File: src/rtl/rcs_pkg.sv
package rcs_pkg;
  localparam int DATA_W  = 32;
  localparam int CAUSE_N = 4;
  localparam int BIT_POR = 0;
  localparam int BIT_EXT = 1;
  localparam int BIT_WDT = 2;
  localparam int BIT_BOD = 3;
  typedef logic [CAUSE_N-1:0] cause_t;
endpackage

File: src/rtl/rcs_sticky.sv
// One cause flag: wiped by power-on to WIPE_VAL, set by hardware, cleared by software.
module rcs_sticky #(
  parameter bit WIPE_VAL = 1'b0
) (
  input  logic clk,
  input  logic wipe_i,
  input  logic set_i,
  input  logic clr_i,
  output logic q_o
);
  logic q;

  always_ff @(posedge clk) begin
    if (wipe_i)      q <= WIPE_VAL;
    else if (set_i)  q <= 1'b1;
    else if (clr_i)  q <= 1'b0;
  end

  assign q_o = q;

  // a set beats a simultaneous clear
  p_set_wins_r6: assert property (@(posedge clk) disable iff (wipe_i)
    set_i |=> q_o);
  // a clear with no set empties the flag
  p_clear_r2: assert property (@(posedge clk) disable iff (wipe_i)
    (clr_i && !set_i) |=> !q_o);
  // with no set and no clear the flag holds its value
  p_hold_r4: assert property (@(posedge clk) disable iff (wipe_i)
    (!clr_i && !set_i) |=> (q_o == $past(q_o)));
endmodule

File: src/rtl/rcs_bod_track.sv
// Remembers that the supply was low and reports the cycle it is back above the trip level.
module rcs_bod_track (
  input  logic clk,
  input  logic below_por_i,
  input  logic below_bod_i,
  output logic recover_o
);
  logic low_seen_q;

  always_ff @(posedge clk) begin
    low_seen_q <= below_bod_i | below_por_i;
  end

  assign recover_o = low_seen_q & ~below_bod_i & ~below_por_i;

  // a recovery is reported for a single cycle only
  p_recover_pulse_r8: assert property (@(posedge clk) disable iff (below_por_i)
    recover_o |=> !recover_o);
  // no recovery is reported while the supply is still under the trip level
  p_no_early_r8: assert property (@(posedge clk) disable iff (below_por_i)
    below_bod_i |-> !recover_o);
endmodule

File: src/rtl/rst_cause_reg.sv
module rst_cause_reg
  import rcs_pkg::*;
(
  input  logic              clk,
  input  logic              below_por_i,
  input  logic              below_bod_i,
  input  logic              ext_rst_i,
  input  logic              wdt_timeout_i,
  input  logic              wdt_rst_en_i,
  input  logic              wr_en_i,
  input  logic [DATA_W-1:0] wdata_i,
  output logic [DATA_W-1:0] rdata_o
);
  localparam int RSV_W = DATA_W - CAUSE_N;

  cause_t set_v;
  cause_t clr_v;
  cause_t cause_q;
  logic   bod_recover;
  logic   rsv_written;

  rcs_bod_track u_bod (
    .clk         (clk),
    .below_por_i (below_por_i),
    .below_bod_i (below_bod_i),
    .recover_o   (bod_recover)
  );

  always_comb begin
    set_v          = '0;
    set_v[BIT_EXT] = ext_rst_i;
    set_v[BIT_WDT] = wdt_timeout_i & wdt_rst_en_i;
    set_v[BIT_BOD] = bod_recover;
    clr_v          = wr_en_i ? wdata_i[CAUSE_N-1:0] : '0;
  end

  assign rsv_written = wr_en_i & (|wdata_i[DATA_W-1:CAUSE_N]);

  for (genvar i = 0; i < CAUSE_N; i++) begin : g_cause
    rcs_sticky #(.WIPE_VAL(i == BIT_POR)) u_bit (
      .clk    (clk),
      .wipe_i (below_por_i),
      .set_i  (set_v[i]),
      .clr_i  (clr_v[i]),
      .q_o    (cause_q[i])
    );
  end

  assign rdata_o = {{RSV_W{1'b0}}, cause_q};

  // a timeout with the enable low never sets the watchdog bit
  p_wdt_gated_r5: assert property (@(posedge clk) disable iff (below_por_i)
    (wdt_timeout_i && !wdt_rst_en_i && !rdata_o[BIT_WDT]) |=> !rdata_o[BIT_WDT]);
  // the power-on bit only falls after a software write of 1 to it
  p_por_sw_only_r7: assert property (@(posedge clk) disable iff (below_por_i)
    $fell(rdata_o[BIT_POR]) |-> $past(wr_en_i && wdata_i[BIT_POR]));
  // a write holding only reserved ones, with no hardware event, changes nothing
  p_reserved_ignored_r1: assert property (@(posedge clk) disable iff (below_por_i)
    (rsv_written && wdata_i[CAUSE_N-1:0] == '0 && set_v == '0) |=> $stable(rdata_o));
  // the pin input shows in bit 1 on the next cycle
  p_ext_set_r4: assert property (@(posedge clk) disable iff (below_por_i)
    ext_rst_i |=> rdata_o[BIT_EXT]);
endmodule

File: config.mk
export PLATFORM = sky130hd
export DESIGN_NAME = rst_cause_reg
export DESIGN_NICKNAME = d
export VERILOG_FILES = /design/src/rtl/rcs_pkg.sv /design/src/rtl/rcs_sticky.sv /design/src/rtl/rcs_bod_track.sv /design/src/rtl/rst_cause_reg.sv
export SDC_FILE = /design/constraint.sdc
export NUM_CORES = 1
export LEC_CHECK = 0
export BUFFER_PORTS_ARGS = -buffer_cell sky130_fd_sc_hd__buf_4
export CAP_MARGIN = 20
export CORE_UTILIZATION = 27
export CTS_CLUSTER_DIAMETER = 40
export CTS_CLUSTER_SIZE = 40
export DETAILED_ROUTE_END_ITERATION = 12
export PLACE_DENSITY = 0.91
export REMOVE_ABC_BUFFERS = 1
export SLEW_MARGIN = 20
export SYNTH_ARGS = -nofsm -noshare
export SYNTH_HDL_FRONTEND = slang
export SYNTH_HIERARCHICAL = 1
export SYNTH_SLANG_ARGS = --single-unit
File: constraint.sdc
create_clock -name clk -period 0.9 [get_ports clk]
set_input_delay 0.135 -clock clk [delete_from_list [all_inputs] [get_ports clk]]
set_output_delay 0.135 -clock clk [all_outputs]
set_load 0.01 [all_outputs]
* Yosys cells after proc, flatten, opt, wreduce, memory -nomap -nowiden
Cells that the tools add are included.
Word-level totals: output and inout port bits 32, logic and storage cells 21, bits in registers 5, bits of input ports 39
Operators by class: mux-type cells 7, bitwise gates (word level) 6, reduce and logical (&&, ||, !) cells 3
Operators with widths (number):
- 1-bit 2-to-1 mux | 6
- 2-bit nonzero test | 3
- 4-bit 2-to-1 mux | 1
- 1-bit AND | 3
- 1-bit NOT | 2
- 1-bit OR | 1

* Depth between registers and ports, before layout
Gate-level depths: netlist of run 1.
depth after elaboration 4, gate-level depth with buffers 3

* Cells and area by module
Netlist of run 1, hierarchy kept.
By module, submodules not included:
- rst_cause_reg | cells each 34, seq. area each 0.0 um^2, area each 245.2 um^2, times used 1
- rcs_sticky (g_cause[1].u_bit ...) | cells each 4, seq. area each 20.0 um^2, area each 38.8 um^2, times used 3
- rcs_bod_track | cells each 3, seq. area each 20.0 um^2, area each 33.8 um^2, times used 1
- rcs_sticky (g_cause[0].u_bit) | cells each 4, seq. area each 20.0 um^2, area each 32.5 um^2, times used 1

* Least setup slack after synthesis of run 1
OpenSTA, ideal clock, no wires.
kind register to register, from register u_bod.low_seen_q, to register g_cause[3].u_bit.q, buffers on the path 0, path slack 0.245 ns, stages on the path, launching flop included 4, setup time 0.066 ns, arrival time 0.589 ns, clock period less this slack 0.655 ns, cells stage by stage dfxtp_1 > nor3b_1 > inv_1 > a21oi_2
On the way: cells in the longest elaborated chain, start to end 3
RTL lines:
- start: declaration | RTL line rcs_bod_track.sv:8 | logic low_seen_q;
- start signal: assignment | RTL line rcs_bod_track.sv:11 | low_seen_q <= below_bod_i | below_por_i;
- 1-bit AND * (2 in series) | RTL line rcs_bod_track.sv:14 | assign recover_o = low_seen_q & ~below_bod_i & ~below_por_i;
- net bod_recover | RTL line rst_cause_reg.sv:19 | logic bod_recover;
- 1-bit 2-to-1 mux or 2-bit nonzero test (tied branches)
- end signal: assignment | RTL line rcs_sticky.sv:14 | if (wipe_i) q <= WIPE_VAL;
- end signal: assignment | RTL line rcs_sticky.sv:15 | else if (set_i) q <= 1'b1;
- end signal: assignment | RTL line rcs_sticky.sv:16 | else if (clr_i) q <= 1'b0;
- end: declaration | RTL line rcs_sticky.sv:11 | logic q;
The timed path passes the listed nets; every way through them passes the cells marked *. A chain may end at the register's enable or synchronous reset.

* Worst setup path after layout of run 1
from register g_cause[1].u_bit.q, to output port rdata_o[1]
RTL lines:
- start: declaration | RTL line rcs_sticky.sv:11
- start signal: assignment | RTL line rcs_sticky.sv:14
- start signal: assignment | RTL line rcs_sticky.sv:15
- start signal: assignment | RTL line rcs_sticky.sv:16
- end: declaration | RTL line rst_cause_reg.sv:12 | output logic [DATA_W-1:0] rdata_o
No word-level cell between the ends.

==> results of run 1 <==
-- registers in the layout, summed over array words and instances, names as in the netlist --
signal / flops
g_cause.u_bit/q_o: 4
u_bod/low_seen_q: 1
-- per-layer routing --
layer,global-route usage [%],up-vias
met5,0,-
met4,1.94,0
met3,6.52,0
met2,10.6,29
met1,4.81,122
li1,-,137
-- placed cells by master, fill, tap and decap left out --
cell type and instances:
sky130_fd_sc_hd__o21ai_1 1, sky130_fd_sc_hd__clkbuf_4 3, sky130_fd_sc_hd__buf_4 14, sky130_fd_sc_hd__inv_1 4, sky130_fd_sc_hd__and2_1 5, sky130_fd_sc_hd__clkbuf_1 1, sky130_fd_sc_hd__dfxtp_1 5, sky130_fd_sc_hd__nor2_1 1
sky130_fd_sc_hd__nand2b_1 3, sky130_fd_sc_hd__or2_1 1, sky130_fd_sc_hd__conb_1 29, sky130_fd_sc_hd__a21oi_2 3, sky130_fd_sc_hd__nor3b_1 1
-- area by class of cell --
cell class,instances,area [um2]
Tap cell,16,20.0
Sequential cell,5,100
Fill cell,176,1010
Clock buffer,4,26.3
Inverter,4,15.0
Multi-Input combinational cell,44,208
Timing Repair Buffer,14,105
-- path summary, 6_finish.rpt --
path / startpoint / end / slack [ps]
max: g_cause[1].u_bit/q_o / rdata_o[1] / 80
min: below_bod_i / u_bod/low_seen_q / 90
max reg2reg: u_bod/low_seen_q / g_cause[3].u_bit/q_o / 200
min reg2reg: g_cause[0].u_bit/q_o / g_cause[0].u_bit/q_o / 450
-- kinds of logic after synthesis --
kind of cell,share of synthesized area [%]
flops,23.4
compound gates,7.31
simple gates,15.8
buf+inv,52.6
other cells,0.876
-- power by group --
part	switching (W)	internal, W	leakage (nW)
logic	0.0000840	0.0000571	0.211
registers	0.00000554	0.000235	0.0414
clock network	0.0000894	0.000167	0.0150
total	0.000179	0.000460	0.267
-- metrics by stage --
step | util (%) | area [um2]
final | 31.8 | 474
after global routing | 31.8 | 474
after CTS | 31.8 | 474
after detailed placement | 30.1 | 448
after global placement | 30.1 | 448
after floorplan | - | 323
==> results.md, run 1 <==
* Result of the run: finished clean
* Placed Cells incl. Taps at just over 80
* Clock Sinks at 5
* Count of endpoints failing hold in the final timing report at 0
* Buffer and inverter count on the worst path at 1
* Top post-synthesis cells by area: sky130_fd_sc_hd__buf_4 49%, sky130_fd_sc_hd__dfxtp_1 23%, sky130_fd_sc_hd__and2_1 7.3%
* Number of antenna violations at the first check in global routing at 0
* Hold Path Stages at 2
* Total routed wirelength at ~550 um
* Required time at the worst-slack endpoint at between 700 and 800 ps
* Clock slew at reported path FFs at approximately 40 ps
* Length of the first detailed-routing pass in iterations at 1
* Number of top-level pins at 71
* CTS tree: done
* Worst Reg-to-Reg Cells at 3
* Power per standard cell area at roughly 1300 nW/um2
* Syn Inst Count at 53
* Dominant register cell in the synthesized netlist: sky130_fd_sc_hd__dfxtp_1
* Clock latency on the worst-skew pair at between 200 and 250 ps
* Per-cell routed wire length at 6.34 um
* Total setup buffers inserted after CTS at 0
* Setup Crit Path Kind: reg2out
* Layout cells sized above 1 at 28.2%
* # DRC at 0
* Die width at approximately 42 um
* Share of the synthesized area in the top cell type at a little under 50%
* Vias in the first global route at 196
* Count of flip-flops with a built-in enable after synthesis at 0
* Setup WS post-layout at 78.9 ps
* Synth async-reset ratio at 0%
* Logic depth of the worst path, buffers included at 1
* Most repeated cell in the gate-level netlist after synthesis: sky130_fd_sc_hd__buf_4
* Quantity of hold-fixing buffers added after cts at 0
* Register area share after synthesis at 23.4%
* Final count of negative-setup-slack endpoints at 0
* Total chip power at around 0.00064 W
* Number of instances resized during post-cts repair at 0
* Final critical delay including setup and external delays at 821 ps
* Setup total negative slack at 0 ps
* Cell types with the highest counts after synthesis: 28 x sky130_fd_sc_hd__buf_4, 5 x sky130_fd_sc_hd__and2_1, 5 x sky130_fd_sc_hd__dfxtp_1
* Port Buffers at 14
* Leakage power at 0.267 nW
* Routed met1 length at between 150 and 200 um
* Overflow left after global routing at 0
* Peak fanout along the critical path at 2
* Pin count of the biggest net entering global routing at 7
* Total core area at 1490 um2
* Global-route total usage across every layer at between 6 and 7%
* Routed met3 length at 93 um
* Total Nets Final at 111
* Category of the worst setup path launch point: flip-flop
* Die Span Y at 41.8 um
* Clock root cell: sky130_fd_sc_hd__clkbuf_4
* CP peak stage delay at 330 ps
* Cell-by-cell trace of the critical path: buf_4
* Kind of end point of the critical path: output pin
* Arrival time of the worst setup path at 690 ps
* Clock H-tree levels at 1
* RSZ-0062 raised after global routing: false
* Tcrit/Tclk final at roughly 90%
* Synthesis warning total at 6
* CP delay by family, top: flip-flops
* Worst setup slack after placement at ~180 ps
* Post-Synthesis Mean Instance Area at slightly above 8 um2
* Layout area overhead at 10.8%
* Flip-flop and latch count after synthesis at 5
* Fmax at 1.22 GHz
* First-pass GRT wire length at about 750 um
* Number of buffers on the longest clock path at 2
* Routability-driven placement congestion ratio at approximately 0.55
* Routed vias at 288
* Number of inserted diodes at 0
* Area of the die at 1750 um2
* Maximum VDD drop at around 0.00066 V
* Topmost layer with routed signal wires: met3
* Final Skew at 0.0140 ps
* Starting utilization of the core area at about 29%
* Length of routed met2 wiring at 276 um
* Detailed-route vias per instance at 3.31
* Number of antenna-violating nets in the routed design at 0
* Slowest cell on the critical path: sky130_fd_sc_hd__dfxtp_1
* Placed wire-length estimate after detailed placement at 491 um
* Max-slew violation total from the final report at 0
* Total of max-cap violations at 0
* Cell type with the largest total area after synthesis: sky130_fd_sc_hd__buf_4
* Mapped Area at 428 um2
* Row count at 14
* Hold Slack at 88.5 ps
* Count of cell types in the netlist at 11
* Initial DRC count at 0
* Number of non-filler instances in the completed layout at 87
* Path class of the lowest-slack min-delay path: in2reg
* TritonCTS buffer count at 3
(Power assumes the default switching activity.)
==> run 2, diff against run 1 <==
SETUP_SLACK_MARGIN = 0.5   (was not set)
==> results.md, run 2 (synthesis results as in run 1) <==
* CP delay by family, top: flip-flops (unchanged)
* Arrival time of the worst setup path at 670 ps (was 690 ps)
* Switching fraction of total power at 27.8% (was 28.0%)
* Setup total negative slack at 0 ps (unchanged)
* First-pass GRT wire length at 772 um (was 745 um)
* Routed vias at 297 (was 288)
* Final count of negative-setup-slack endpoints at 0 (unchanged)
* Pin count of the biggest net entering global routing at 7 (unchanged)
* Start point of the worst hold path: below_bod_i (unchanged)
* Total of max-cap violations at 0 (unchanged)
* Layout cells sized above 1 at 40.5% (was 28.2%)
* Slowest cell on the critical path: sky130_fd_sc_hd__dfxtp_2 (was sky130_fd_sc_hd__dfxtp_1)
* Layout area overhead at 23.7% (was 10.8%)
* Clock H-tree levels at 1 (unchanged)
* Final Skew at 0.0148 ps (was 0.0140 ps)
* Number of flip-flops in the largest register at 4 (unchanged)
* Total Nets Final at 114 (was 111)
* Clock slew at reported path FFs at 40 ps (about the same)
* Maximum VDD drop at 0.000690 V (was 0.000663 V)
* Cell-by-cell trace of the critical path: buf_6 (was buf_4)
* Hold Slack at 95.8 ps (was 88.5 ps)
* Port Buffers at 14 (unchanged)
* Number of inserted diodes at 0 (unchanged)
* Detailed-route vias per instance at 3.30 (was 3.31)
* Leakage power at 0.290 nW (was 0.267 nW)
* Number of top-level pins at 71 (unchanged)
* Die Span Y at 41.8 um (unchanged)
* Max-slew violation total from the final report at 0 (unchanged)
* TritonCTS buffer count at 3 (unchanged)
* Worst r2r dst: g_cause[3].u_bit/q_o (unchanged)
* Category of the worst setup path launch point: flip-flop (unchanged)
* Peak fanout along the critical path at 2 (unchanged)
* Worst reg2reg path startpoint: u_bod/low_seen_q (unchanged)
* Buffer and inverter count on the worst path at 1 (unchanged)
* Quantity of hold-fixing buffers added after cts at 0 (unchanged)
* Row count at 14 (unchanged)
* Clock root cell: sky130_fd_sc_hd__clkbuf_4 (unchanged)
* Kind of end point of the critical path: output pin (unchanged)
* Clock latency on the worst-skew pair at 240 ps (about the same)
* Final critical delay including setup and external delays at 802 ps (was 821 ps)
* Number of antenna-violating nets in the routed design at 0 (unchanged)
* Relative contribution of combinational cells to total power at 24.7% (was 22.1%)
* Result of the run: finished clean (unchanged)
* Number of antenna violations at the first check in global routing at 0 (unchanged)
* Routability-driven placement congestion ratio at 0.555 (unchanged)
* Worst Reg-to-Reg Cells at 3 (unchanged)
* Required time at the worst-slack endpoint at 760 ps (about the same)
* Share of total power in sequential cells at 36.7% (was 37.7%)
* Path class of the lowest-slack min-delay path: in2reg (unchanged)
* Power per standard cell area at 1260 nW/um2 (was 1350 nW/um2)
* Tcrit/Tclk final at 89.1% (was 91.2%)
* Initial DRC count at 0 (unchanged)
* Sink of the worst hold path: u_bod/low_seen_q (unchanged)
* Top library cells by usage in the layout, fill and taps aside: 29 x sky130_fd_sc_hd__conb_1, 13 x sky130_fd_sc_hd__buf_4, 5 x sky130_fd_sc_hd__and2_1, 4 x sky130_fd_sc_hd__dfxtp_2, 4 x sky130_fd_sc_hd__buf_6 (was 29 x sky130_fd_sc_hd__conb_1, 14 x sky130_fd_sc_hd__buf_4, 5 x sky130_fd_sc_hd__and2_1, 5 x sky130_fd_sc_hd__dfxtp_1, 4 x sky130_fd_sc_hd__inv_1)
* Number of buffers on the longest clock path at 2 (unchanged)
* CP peak stage delay at 320 ps (was 330 ps)
* Placed wire-length estimate after detailed placement at 491 um (unchanged)
* Clock Sinks at 5 (unchanged)
* Slack of the worst reg-to-reg path at 230 ps (was 200 ps)
* Die width at 41.8 um (unchanged)
* Total routed wirelength at 562 um (was 552 um)
* Fmax at 1.25 GHz (was 1.22 GHz)
* Total internal power at 0.000480 W (was 0.000460 W)
* Share of power burned in the clock network at 38.7% (was 40.2%)
* Overflow left after global routing at 0 (unchanged)
* RSZ-0062 raised after global routing: true (was false)
* FILL cells at 170 (was 176)
* Length of the first detailed-routing pass in iterations at 1 (unchanged)
* CTS tree: done (unchanged)
* Area of the die at 1750 um2 (unchanged)
* Hold Path Stages at 2 (unchanged)
* Starting utilization of the core area at 28.7% (unchanged)
* Count of endpoints failing hold in the final timing report at 0 (unchanged)
* Setup Crit Path Kind: reg2out (unchanged)
* # DRC at 0 (unchanged)
* Most common cell after layout, fill and taps aside: sky130_fd_sc_hd__conb_1 (unchanged)
* Global-route total usage across every layer at 6.49% (was 6.31%)
* Per-cell routed wire length at 6.24 um (was 6.34 um)
* Fraction of the core area covered by cells at the end of the flow at 35.5% (was 31.8%)
* Vias in the first global route at 205 (was 196)
* Total core area at 1490 um2 (unchanged)
* Switching Power at 0.000185 W (was 0.000179 W)
[run 2: cell types whose count changed in the layout (fill, tap and decap cells not counted), sizes merged]
cell,delta
buf,+3
[run 2: worst max path at each step]
stage                              start                    to  cells after the start
CTS                 g_cause[2].u_bit/q_o            rdata_o[2]                      1
detailed placement               wr_en_i  g_cause[3].u_bit/q_o                      4
finish              g_cause[0].u_bit/q_o            rdata_o[0]                      1
floorplan               u_bod/low_seen_q  g_cause[3].u_bit/q_o                      3
global placement                 wr_en_i  g_cause[3].u_bit/q_o                      4
global route        g_cause[3].u_bit/q_o            rdata_o[3]                      1
[run 2: cell type report]
type	count	area, um2	area share [%]
Timing Repair Buffer	17	143	27.0
Multi-Input combinational cell	44	220	41.6
Sequential cell	5	105	19.9
Clock buffer	4	26.3	4.96
Inverter	4	15.0	2.84
Tap cell	16	20.0	3.78
[run 2: per-layer routing]
metal	part of all wire [%]	vias up	GRT usage (%)
met3	17	0	6.52
met2	52	29	10.9
met4	0	0	1.94
li1	-	143	-
met5	0	-	0
met1	31	125	5.08
[run 2: per-stage QoR]
| stage | setup WS (ps) | power (W) | instance area (um2) | std cells |
|---|---|---|---|---|
| after floorplan | 245 | 0.000328 | 323 | 53 |
| after global placement | 191 | 0.000383 | 448 | 83 |
| after detailed placement | 176 | 0.000386 | 448 | 83 |
| after CTS | 87.7 | 0.000680 | 529 | 90 |
| after global routing | 72.3 | 0.000709 | 529 | 90 |
| final | 98.2 | 0.000665 | 529 | 90 |
[run 2: timing repair]
| item | 4_1_cts | 5_1_grt |
|---|---|---|
| resized for setup | 11 | 0 |
| pin swaps | 2 | 0 |
| setup buffers | 3 | 0 |
| endpoints found under the setup margin | 8 | 8 |
[run 2: power by group through the flow]
stage	registers [W]	clock network, W	logic [W]
floorplan	0.000249	0	0.0000794
global placement	0.000244	0	0.000139
detailed placement	0.000245	0	0.000141
CTS	0.000244	0.000271	0.000164
global route	0.000245	0.000285	0.000180
finish	0.000244	0.000257	0.000164
==> run 3, diff against run 2 <==
CORE_UTILIZATION = 29   (was 27)
PLACE_DENSITY = 0.95   (was 0.91)
REMOVE_ABC_BUFFERS = not set   (was 1)
clock period = 1 ns   (was 0.9 ns; I/O delays follow)
==> results.md, run 3 (synthesis results as in run 1) <==
* Total routed wirelength at 675 um (was 562 um)
* Layout cells sized above 1 at 44.0% (was 40.5%)
* Seq. cell area at 110 um2 (was 105 um2)
* Clock root cell: sky130_fd_sc_hd__clkbuf_4 (unchanged)
* Routability-driven placement congestion ratio at 0.446 (was 0.555)
* First-pass GRT wire length at 669 um (was 772 um)
* Routed vias at 301 (was 297)
* First element of the critical path: g_cause[2].u_bit/q_o (was g_cause[0].u_bit/q_o)
* Area of the die at 1630 um2 (was 1750 um2)
* Placed Cells incl. Taps at 82 (was 83)
* Total Nets Final at 115 (was 114)
* Number of antenna-violating nets in the routed design at 0 (unchanged)
* Detailed-route vias per instance at 3.34 (was 3.30)
* Die Span Y at 40.4 um (was 41.8 um)
* Path class of the lowest-slack min-delay path: in2reg (unchanged)
* Clock Sinks at 5 (unchanged)
* # DRC at 0 (unchanged)
* Row count at 13 (was 14)
* Worst setup slack after placement at 262 ps (was 176 ps)
* Worst Reg-to-Reg Cells at 4 (was 3)
* Top library cells by usage in the layout, fill and taps aside: 29 x sky130_fd_sc_hd__conb_1, 11 x sky130_fd_sc_hd__buf_4, 7 x sky130_fd_sc_hd__buf_6, 4 x sky130_fd_sc_hd__inv_1 (was 29 x sky130_fd_sc_hd__conb_1, 13 x sky130_fd_sc_hd__buf_4, 5 x sky130_fd_sc_hd__and2_1, 4 x sky130_fd_sc_hd__dfxtp_2, 4 x sky130_fd_sc_hd__buf_6)
* Die width at 40.4 um (was 41.8 um)
* Initial DRC count at 0 (unchanged)
* Logic depth of the worst path, buffers included at 1 (unchanged)
* RSZ-0062 raised after global routing: true (unchanged)
* Tcrit/Tclk final at a little over four fifths
* Pin count of the biggest net entering global routing at 7 (unchanged)
* Layout area overhead at 31.9% (was 23.7%)
* Number of non-filler instances in the completed layout at 90 (unchanged)
* Max-slew violation total from the final report at 0 (unchanged)
* Maximum VDD drop at 0.000235 V (was 0.000690 V)
* Placed wire-length estimate after detailed placement at 529 um (was 491 um)
* CP delay by family, top: flip-flops (unchanged)
* Number of antenna violations at the first check in global routing at 0 (unchanged)
* Arrival time of the worst setup path at 700 ps (was 670 ps)
* Starting utilization of the core area at 32.1% (was 28.7%)
* Worst r2r dst: g_cause[1].u_bit/q_o (was g_cause[3].u_bit/q_o)
* Number of flip-flops in the largest register at 4 (unchanged)
* Overflow left after global routing at 0 (unchanged)
* Number of inserted diodes at 0 (unchanged)
* Setup total negative slack at 0 ps (unchanged)
* Kind of end point of the critical path: output pin (unchanged)
* Total area of multi-input combinational cells at 233 um2 (was 220 um2)
* Total core area at 1330 um2 (was 1490 um2)
* Per-cell routed wire length at 7.50 um (was 6.24 um)
* Clock slew at reported path FFs at 50 ps (was 40 ps)
* Critical path capture point: rdata_o[2] (was rdata_o[0])
* Category of the worst setup path launch point: flip-flop (unchanged)
* Number of top-level pins at 71 (unchanged)
* CP peak stage delay at 340 ps (was 320 ps)
* FILL cells at 134 (was 170)
* Buffer and inverter count on the worst path at 1 (unchanged)
* Count of endpoints failing hold in the final timing report at 0 (unchanged)
* Slack of the worst reg-to-reg path at 230 ps (about the same)
* Final critical delay including setup and external delays at 848 ps
* Required time at the worst-slack endpoint at 850 ps (was 760 ps)
* Global-route total usage across every layer at 7.12% (was 6.49%)
* Vias in the first global route at 193 (was 205)
* Setup Crit Path Kind: reg2out (unchanged)
* Hold Slack at 109 ps (was 95.8 ps)
* CTS tree: done (unchanged)
* Final Skew at 4.10 ps (was 0.0148 ps)
* TritonCTS buffer count at 3 (unchanged)
* Number of buffers on the longest clock path at 2 (unchanged)
* Length of the first detailed-routing pass in iterations at 1 (unchanged)
* Fmax at 1.18 GHz
* Total of max-cap violations at 0 (unchanged)
* Setup WS post-layout at 152 ps (was 98.2 ps)
* Clock H-tree levels at 1 (unchanged)
* Result of the run: finished clean (unchanged)
* Clock latency on the worst-skew pair at 240 ps (about the same)
* Cell-by-cell trace of the critical path: buf_6 (unchanged)
* Peak fanout along the critical path at 2 (unchanged)
* Slowest cell on the critical path: sky130_fd_sc_hd__dfxtp_4 (was sky130_fd_sc_hd__dfxtp_2)
* Worst reg2reg path startpoint: g_cause[1].u_bit/q_o (was u_bod/low_seen_q)
* Most common cell after layout, fill and taps aside: sky130_fd_sc_hd__conb_1 (unchanged)
* Leakage power at 0.309 nW (was 0.290 nW)
* Final count of negative-setup-slack endpoints at 0 (unchanged)
* Port Buffers at 14 (unchanged)
* Power per standard cell area at 1100 nW/um2 (was 1260 nW/um2)
run 3: worst min-delay path by stage:
stage                            from                   end  slack, ps  cells after the start
after floorplan           below_por_i  g_cause[1].u_bit/q_o        200                      1
after global placement    below_bod_i      u_bod/low_seen_q        350                      2
after detailed placement  below_bod_i      u_bod/low_seen_q        360                      2
after CTS                 below_bod_i      u_bod/low_seen_q        100                      2
after global routing      below_por_i  g_cause[2].u_bit/q_o        110                      2
final                     below_bod_i      u_bod/low_seen_q        110                      2
run 3: layer usage:
metal	up-vias	part of all wire, %	track usage (%)
met2	24	53	12.7
li1	147	-	-
met5	-	0	0
met1	128	30	3.88
met3	2	15	3.89
met4	0	2.2	10.0
run 3: area by class of cell:
| class | instances | share of cell area, % |
|---|---|---|
| Clock buffer | 4 | 4.66 |
| Inverter | 4 | 2.66 |
| Multi-Input combinational cell | 44 | 41.2 |
| Sequential cell | 5 | 19.5 |
| Tap cell | 15 | 3.33 |
| Timing Repair Buffer | 18 | 28.6 |
run 3: metrics by stage:
step,utilization (%),total power [W],cell area [um2]
floorplan,-,0.000388,567
CTS,40.3,0.000617,538
global route,42.3,0.000663,564
finish,42.3,0.000623,564
detailed placement,36.0,0.000360,480
global placement,36.0,0.000356,480
run 3: where the power goes:
group | internal, W | switching, W
logic | 0.0000830 | 0.0000863
clock network | 0.000151 | 0.0000852
registers | 0.000211 | 0.00000704
total | 0.000445 | 0.000179
run 3: timing repair:
item,CTS,global route
hold endpoints to repair,0,0
buffers inserted,2,2
hold buffers,0,0
endpoints found under the setup margin,8,8
gates cloned,0,0
gates resized for setup,5,3
pin swaps,0,1
